--- src/rtl/lsu_pkg.sv ---
package lsu_pkg;
  localparam int DATA_W = 32;
  localparam int LANES  = DATA_W / 8;

  localparam logic [1:0] SZ_BYTE = 2'd0;
  localparam logic [1:0] SZ_HALF = 2'd1;
  localparam logic [1:0] SZ_WORD = 2'd2;

  localparam logic [1:0] OP_LOAD   = 2'd0;
  localparam logic [1:0] OP_STORE  = 2'd1;
  localparam logic [1:0] OP_LOADM  = 2'd2;
  localparam logic [1:0] OP_STOREM = 2'd3;

  function automatic logic bad_align(input logic [1:0] op, input logic [1:0] size,
                                     input logic [1:0] lo);
    logic wordish;
    wordish = op[1] || size[1];
    return wordish ? (lo != 2'b00) : ((size == SZ_HALF) && lo[0]);
  endfunction
endpackage

--- src/rtl/lsu_lane.sv ---
module lsu_lane
  import lsu_pkg::*;
(
  input  logic [1:0]        size,
  input  logic [1:0]        be_addr,
  input  logic [1:0]        ld_addr,
  input  logic [DATA_W-1:0] st_src,
  input  logic [DATA_W-1:0] ld_src,
  output logic [DATA_W-1:0] st_data,
  output logic [LANES-1:0]  be,
  output logic [DATA_W-1:0] ld_data
);
  logic is_byte, is_half;
  assign is_byte = (size == SZ_BYTE);
  assign is_half = (size == SZ_HALF);

  for (genvar i = 0; i < LANES; i++) begin : g_lane
    localparam logic [1:0] IDX = 2'(i);
    assign be[i] = (!is_byte && !is_half)
                 || (is_half && (be_addr[1] == IDX[1]))
                 || (is_byte && (be_addr == IDX));
  end

  always_comb begin
    if (is_byte)      st_data = {LANES{st_src[7:0]}};
    else if (is_half) st_data = {2{st_src[15:0]}};
    else              st_data = st_src;
  end

  logic [DATA_W-1:0] shifted;
  assign shifted = ld_src >> {ld_addr, 3'b000};

  always_comb begin
    if (is_byte)      ld_data = {{(DATA_W-8){1'b0}}, shifted[7:0]};
    else if (is_half) ld_data = {{(DATA_W-16){1'b0}}, shifted[15:0]};
    else              ld_data = ld_src;
  end
endmodule

--- src/rtl/lsu_seq.sv ---
module lsu_seq
  import lsu_pkg::*;
#(
  parameter int AW    = 32,
  parameter int NREGS = 16,
  localparam int RW   = $clog2(NREGS)
)(
  input  logic          clk,
  input  logic          rst_n,
  input  logic          start,
  input  logic [1:0]    start_op,
  input  logic [1:0]    start_size,
  input  logic [AW-1:0] start_addr,
  input  logic [RW-1:0] start_reg,
  output logic          a_act,
  output logic [AW-1:0] a_addr,
  output logic [RW-1:0] a_reg,
  output logic          b_act,
  output logic [AW-1:0] b_addr,
  output logic [RW-1:0] b_reg,
  output logic          x_store,
  output logic          x_multi,
  output logic [1:0]    x_size
);
  localparam logic [RW-1:0] LAST_IDX = RW'(NREGS - 1);
  localparam logic [AW-1:0] STEP     = AW'(4);

  logic a_last;
  assign a_last = !x_multi || (a_reg == LAST_IDX);

  always_ff @(posedge clk) begin
    if (!rst_n) begin
      a_act   <= 1'b0;
      b_act   <= 1'b0;
      a_addr  <= '0;
      a_reg   <= '0;
      b_addr  <= '0;
      b_reg   <= '0;
      x_store <= 1'b0;
      x_multi <= 1'b0;
      x_size  <= SZ_WORD;
    end else begin
      b_act <= a_act;
      if (a_act) begin
        b_addr <= a_addr;
        b_reg  <= a_reg;
      end
      if (start) begin
        a_act   <= 1'b1;
        a_addr  <= start_addr;
        a_reg   <= start_reg;
        x_store <= start_op[0];
        x_multi <= start_op[1];
        x_size  <= start_op[1] ? SZ_WORD : start_size;
      end else if (a_act) begin
        if (a_last) begin
          a_act <= 1'b0;
        end else begin
          a_addr <= a_addr + STEP;
          a_reg  <= a_reg + 1'b1;
        end
      end
    end
  end

  a_r4_reg_step: assert property (@(posedge clk) disable iff (!rst_n)
    (a_act && b_act && x_multi) |-> (a_reg == b_reg + 1'b1 && a_addr == b_addr + STEP));
endmodule

--- src/rtl/lsu_xfer.sv ---
module lsu_xfer
  import lsu_pkg::*;
#(
  parameter int AW    = 32,
  parameter int NREGS = 16,
  localparam int RW   = $clog2(NREGS)
)(
  input  logic              clk,
  input  logic              rst_n,
  input  logic              cmd_valid,
  output logic              cmd_ready,
  input  logic [1:0]        cmd_op,
  input  logic [1:0]        cmd_size,
  input  logic [AW-1:0]     cmd_addr,
  input  logic [RW-1:0]     cmd_reg,
  output logic              fault,
  output logic              busy,
  output logic              mem_req,
  output logic              mem_we,
  output logic [AW-1:0]     mem_addr,
  output logic [LANES-1:0]  mem_be,
  output logic [DATA_W-1:0] mem_wdata,
  input  logic [DATA_W-1:0] mem_rdata,
  output logic              rf_re,
  output logic [RW-1:0]     rf_raddr,
  input  logic [DATA_W-1:0] rf_rdata,
  output logic              rf_we,
  output logic [RW-1:0]     rf_waddr,
  output logic [DATA_W-1:0] rf_wdata
);
  logic          a_act, b_act, x_store, x_multi;
  logic [AW-1:0] a_addr, b_addr;
  logic [RW-1:0] a_reg, b_reg;
  logic [1:0]    x_size;
  logic          take, misalign, start;

  assign busy      = a_act || b_act;
  assign cmd_ready = !busy;
  assign take      = cmd_valid && cmd_ready;
  assign misalign  = bad_align(cmd_op, cmd_size, cmd_addr[1:0]);
  assign start     = take && !misalign;

  always_ff @(posedge clk) begin
    if (!rst_n) fault <= 1'b0;
    else        fault <= take && misalign;
  end

  lsu_seq #(.AW(AW), .NREGS(NREGS)) u_seq (
    .clk(clk), .rst_n(rst_n), .start(start),
    .start_op(cmd_op), .start_size(cmd_size), .start_addr(cmd_addr), .start_reg(cmd_reg),
    .a_act(a_act), .a_addr(a_addr), .a_reg(a_reg),
    .b_act(b_act), .b_addr(b_addr), .b_reg(b_reg),
    .x_store(x_store), .x_multi(x_multi), .x_size(x_size)
  );

  logic [DATA_W-1:0] st_data, ld_data;
  logic [LANES-1:0]  lane_be;

  lsu_lane u_lane (
    .size(x_size),
    .be_addr(x_store ? b_addr[1:0] : a_addr[1:0]),
    .ld_addr(b_addr[1:0]),
    .st_src(rf_rdata), .ld_src(mem_rdata),
    .st_data(st_data), .be(lane_be), .ld_data(ld_data)
  );

  assign mem_req   = x_store ? b_act : a_act;
  assign mem_we    = x_store && b_act;
  assign mem_addr  = x_store ? b_addr : a_addr;
  assign mem_be    = lane_be;
  assign mem_wdata = st_data;
  assign rf_re     = x_store && a_act;
  assign rf_raddr  = a_reg;
  assign rf_we     = !x_store && b_act;
  assign rf_waddr  = b_reg;
  assign rf_wdata  = ld_data;

  a_r2_byte_zero_ext: assert property (@(posedge clk) disable iff (!rst_n)
    (rf_we && x_size == SZ_BYTE) |-> (rf_wdata[DATA_W-1:8] == '0));
  a_r2_half_zero_ext: assert property (@(posedge clk) disable iff (!rst_n)
    (rf_we && x_size == SZ_HALF) |-> (rf_wdata[DATA_W-1:16] == '0));
  a_r1_byte_one_lane: assert property (@(posedge clk) disable iff (!rst_n)
    (mem_we && x_size == SZ_BYTE) |-> ($countones(mem_be) == 1));
  a_r5_block_full_word: assert property (@(posedge clk) disable iff (!rst_n)
    (mem_req && x_multi) |-> (mem_be == '1));
  a_r3_store_after_read: assert property (@(posedge clk) disable iff (!rst_n)
    mem_we |-> $past(rf_re));
  a_r3_load_after_fetch: assert property (@(posedge clk) disable iff (!rst_n)
    rf_we |-> $past(mem_req && !mem_we));
  a_r6_fault_idle: assert property (@(posedge clk) disable iff (!rst_n)
    fault |-> !busy);
  a_r7_no_mix: assert property (@(posedge clk) disable iff (!rst_n)
    !(rf_we && mem_we));
endmodule

--- config.mk ---
export PLATFORM = sky130hd
export DESIGN_NAME = lsu_xfer
export DESIGN_NICKNAME = d
export VERILOG_FILES = /design/src/rtl/lsu_pkg.sv /design/src/rtl/lsu_lane.sv /design/src/rtl/lsu_seq.sv /design/src/rtl/lsu_xfer.sv
export SDC_FILE = /design/constraint.sdc
export NUM_CORES = 1
export LEC_CHECK = 0
export CORE_AREA = 2 2 119 121
export DETAILED_ROUTE_END_ITERATION = 16
export DIE_AREA = 0 0 121 123
export PLACE_DENSITY = 0.77
export RECOVER_POWER = 25
export REMOVE_ABC_BUFFERS = 1
export SLEW_MARGIN = 20
export SYNTH_ARGS = -nofsm -noshare
export SYNTH_HDL_FRONTEND = slang
export SYNTH_HIERARCHICAL = 1
export SYNTH_SLANG_ARGS = --single-unit
--- constraint.sdc ---
create_clock -name clk -period 1.96 [get_ports clk]
set_input_delay 0.196 -clock clk [delete_from_list [all_inputs] [get_ports clk]]
set_output_delay 0.196 -clock clk [all_outputs]
set_load 0.005 [all_outputs]
; Yosys cells after proc, flatten, opt, wreduce, memory -nomap -nowiden
; Cells that the tools add are included.
; Widths: inputs -> output; s select.
[totals]
reg_bits = 79
output_inout_bits = 115
inputBits = 107
wordCells = 73
[op_classes]
muxes = 18
n_eq_ne = 7
shift = 1
n_bitwise = 1
add_sub_neg = 2
reduce_logical = 34
[op_table]
columns = operator, count
row1 = $mux 32, 8
row2 = $add 32x3->32 const B, 1
row3 = $shr 32x5->16, 1
row4 = $logic_and 1x1->1, 14
row5 = $mux 4, 3
row6 = $logic_or 1x1->1, 9
row7 = $eq 2x1->1 const B, 3
row8 = $logic_not 1->1, 6
row9 = $mux 1, 5
row10 = $add 4x1->4 const B, 1
row11 = $eq 2x2->1 const B, 2
row12 = $eq 4x4->1 const B, 1
row13 = $logic_not 2->1, 2
row14 = $mux 2, 2
row15 = $reduce_bool 2->1, 2
row16 = $ne 2x2->1 const B, 1
row17 = $reduce_and 2->1, 1
row18 = $not 1->1, 1

; Longest topological paths before layout
[logic_depth]
ltp_word = 7
ltp_mapped = 8
depth_no_buf = 7

; Cells and area by module
; Netlist, hierarchy kept.
[by_module_without_submodules]
columns = mod, instances, area_each_um2, seq_area_each_um2, cells_per_inst
row1 = lsu_seq, 1, 3527.1, 1561.5, 396
row2 = lsu_lane, 1, 1067.3, 0.0, 137
row3 = lsu_xfer, 1, 620.6, 20.0, 48

; Worst setup path after synthesis
; OpenSTA, ideal clock, no wires.
[synth_path]
path_kind = register to register
from = reg u_seq.a_reg[0]
to = reg u_seq.a_addr[25]
t_arrival_ns = 2.074
setup_ns = 0.062
path_slack_ns = -0.176
required_ns = 1.898
path_buffers = 2
period_less_slack_ns = 2.136
stages_incl_launch_ff = 8
path_cell_list = dfxtp_1 -> ha_1 -> and3_1 -> buf_6 -> or4_1 -> buf_2 -> or4_1 -> nand3_1
[synth_via]
elab_chain_cells = 4
[synth_lines]
columns = item, line
row1 = start: declaration, lsu_seq.sv:17  ; output logic [RW-1:0] a_reg,
row2 = start signal: assignment, lsu_seq.sv:51  ; a_reg <= start_reg;
row3 = start signal: assignment, lsu_seq.sv:60  ; a_reg <= a_reg + 1'b1;
row4 = $eq 4x4->1, lsu_seq.sv:29  ; assign a_last = !x_multi || (a_reg == LAST_IDX);
row5 = $logic_or 1x1->1, lsu_seq.sv:29
row6 = $ne 2x2->1 (no source line), -
row7 = $reduce_and 2->1 (no source line), -
row8 = end signal: assignment, lsu_seq.sv:50  ; a_addr <= start_addr;
row9 = end signal: assignment, lsu_seq.sv:59  ; a_addr <= a_addr + STEP;
row10 = end: declaration, lsu_seq.sv:16  ; output logic [AW-1:0] a_addr,
; Every way passes these cells.
; A chain may end at the register's enable or synchronous reset.

; Final worst setup path
[layout_path]
from = reg u_seq.x_store
to = out mem_addr[22]
[layout_via]
elab_chain_cells = 1
[layout_lines]
columns = item, line
row1 = start: declaration, lsu_seq.sv:21  ; output logic x_store,
row2 = start signal: assignment, lsu_seq.sv:52  ; x_store <= start_op[0];
row3 = $mux 32, lsu_xfer.sv:69  ; assign mem_addr = x_store ? b_addr : a_addr;
row4 = end: declaration, lsu_xfer.sv:20  ; output logic [AW-1:0] mem_addr,
; Every way passes these cells.

==> metrics.txt <==
Seq/Total Area, Yosys=30.3%; Hold Slack=235 ps; gr usage total=25.4%; clk slew on worst S/H paths=60 ps; Synth Area per Inst=8.98 µm²; # hold bufs at CTS=0; DR iter-0 viols=347; CTS tree=done; vias in the first global route=5472; worst skew pair latency=340 ps; startpoint type of the worst setup path=flop; first-pass GRT wire length=29.6 mm; initial antenna violation count=0; biggest regs=u_seq/a_addr (32), u_seq/b_addr (32); HPWL Detailed=14.7 mm; total leakage power=3.26 nW; Post-Synth Simple-Gate Area=20.4%; max-cap violations=0; Cell variety after synth=56; maximum number of pins on one net before global-route repair=62; Setup crit end=mem_addr[22]; CP endpoint kind=primary output; Final setup viols=0; Syn-to-layout area delta=62.5%; gpl congestion=0.856; DRT Wirelength=19.8 mm; Layout Nets=955; WP data arrival=1760 ps; CP Cell Sequence=buf_6 > mux2_4 > clkdlybuf4s50_1; DRC=0; top routing layer in use=met4; Max Clock Skew=6.55 ps; Row Count=43; mux cell area share after synthesis=23.3%; Top Family by Delay on Critical Path=buffers and inverters; Reg2Reg Launch Point=u_seq/a_reg[1]; Yosys reg bits=79; minimum clock period=1950 ps; CORE AREA=13600 µm²; # IOs=222; Worst path slowest cell=clkdlybuf4s50_1; synthesized area=5220 µm²; status=finished clean; Met3 Routed Length=1.26 mm; Die Area=14900 µm²; starting density of the core=38.3%; YS warnings=6; Fin. Hold Viols=0; I/O Buffers=221; final instance area=8470 µm²; fmax=513 MHz; CP startpoint=u_seq/x_store; Die W=121 µm; adder-cell share of the synthesized area=0.480%; die height=123 µm; largest family of logic cells by synthesized area=multiplexers; post-DR wirelength/cell=19.2 µm; Slew Viols, Final=0; htree depth=3; total grt overflow=0; antenna cell count=0; dpl cell area=7850 µm²; Primary FF master, synth=dfxtp_1; CP required=1760 ps; crit path buf inv count=2; reg2reg path depth=5; slew margin rel.=29.9%; CTS sink cnt=79; Levels on crit path=3; P per Cell Area=541 nW/µm²; drt first pass iters=7; via density per instance=5.49; wl on met1=7.95 mm; crit path kind=reg -> out; TritonCTS Buffers=9; number of synthesized flops with an enable pin=0; Place WS=-342 ps; worst setup slack after layout=8.83 ps; metal2 WL=10.3 mm; CTS root buffer=clkbuf_16; RSZ-0062 raised after global routing=yes; total negative setup slack=0 ps; Reg-to-Reg End=u_seq/a_addr[31]; peak supply drop=0.461 mV; Crit Path Max Fanout=13; R2R Setup Slk=20 ps; cells after synthesis=581; DRT antenna net count=0; Synth Area in XOR/XNOR=1.85%; hold crit path type=in -> reg; Crit path largest cell delay=470 ps; clk buf depth=2; Tightest Pin Transition=1050 ps; FFs w/ async S/R, synth=0%; Tcrit/Tclk final=99.5%; compound-gate portion of the synthesized area=16.5%; via count=5659; share of cells above drive strength 1=22.0%
## synthesized netlist by cell type (6+ instances only)
library cell	instances	share of area (%)
buf_4	18	2.6
a2bb2oi_1	7	1.2
dfxtp_1	79	30
nor2_1	54	3.9
a21oi_1	9	0.86
inv_1	7	0.50
nand3_1	16	1.5
a22oi_1	8	1.2
o31ai_1	11	1.6
and2_1	21	2.5
and3_1	9	1.1
clkbuf_1	18	1.3
xnor2_1	6	1.0
nand2_1	25	1.8
or4_1	17	2.4
nor2b_1	6	0.72
o2bb2ai_1	7	1.2
mux2_2	22	4.8
o21ai_0	38	3.6
buf_2	6	0.58
or3_1	9	1.1
a31oi_1	14	1.7
nand4_1	15	1.8
mux2_4	27	7.8
mux2i_1	56	11
o22a_1	9	1.5
## area by class of cell
class	instances	area, µm²
clock inverters	3	17.5
multi-input cells	441	3370
flip-flops and latches	79	1600
inverters	8	30.0
repair buffers	307	2970
clock buffers	13	260
well taps	180	225
fillers	1132	5140
## stage by stage
step	power [mW]	instances	util (%)
floorplan	2.23	528	-
global placement	2.99	998	57.7
detailed placement	3.02	998	57.7
CTS	4.59	1022	61.0
global route	4.76	1031	62.2
finish	4.59	1031	62.2
## cells in the final DEF (no fill, tap or decap), types with 15 or more instances in the layout
| cell | count |
|---|---|
| and2_1 | 21 |
| mux2_2 | 19 |
| dlygate4sd2_1 | 21 |
| buf_4 | 72 |
| o21ai_0 | 36 |
| nor2_1 | 53 |
| mux2_4 | 30 |
| nand2_1 | 25 |
| dfxtp_1 | 70 |
| nand4_1 | 15 |
| clkdlybuf4s50_1 | 184 |
| mux2i_1 | 55 |
| dlymetal6s2s_1 | 15 |
## layer usage
layer,vias up,track usage (%)
li1,2680,-
met2,254,47.5
met4,0,6.03
met3,24,4.01
met5,-,0
met1,2701,30.4
## cell families (layout without fill, tap and decap cells)
kind of cell,Yosys count,after routing
flops,79,79
fa+ha+maj,2,2
compound gates,126,126
mux,105,105
simple gates,197,197
buf+inv,61,331
xor+xnor,11,11
## report_power, final
group | leakage (nW) | total [mW] | switching [mW] | internal (mW)
Sequential | 0.647 | 1.78 | 0.0935 | 1.69
Combinational | 2.48 | 1.23 | 0.471 | 0.756
Clock | 0.136 | 1.58 | 0.654 | 0.923
## worst reg2reg max path, delay by kind of cell, from the launching register on
| family | cells | cell delay, ps |
|---|---|---|
| DFF | 1 | 320 |
| and+or+nand+nor | 4 | 1370 |
| adders and majority gates | 1 | 180 |
## what timing repair did
item / CTS / global route
hold endpoints to repair: 0 / 0
endpoints found under the setup margin: 89 / 53
gates resized for setup: 54 / 39
cloned: 1 / 0
pin swaps: 11 / 9
buffers inserted: 7 / 10
## how the worst min path moves through the flow
stage / start / to / slack (ps) / cells after the start
2_1_floorplan: rst_n / u_seq/x_size[1] / 270 / 1
3_5_place_dp: u_seq/b_addr[28] / u_seq/b_addr[28] / 480 / 2
6_report: cmd_addr[0] / u_seq/a_addr[0] / 240 / 3
4_1_cts: cmd_reg[1] / u_seq/a_reg[1] / 440 / 3
5_1_grt: cmd_addr[0] / u_seq/a_addr[0] / 260 / 3
3_3_place_gp: u_seq/b_addr[30] / u_seq/b_addr[30] / 470 / 2
No activity file was read; power rests on OpenSTA's default activity.
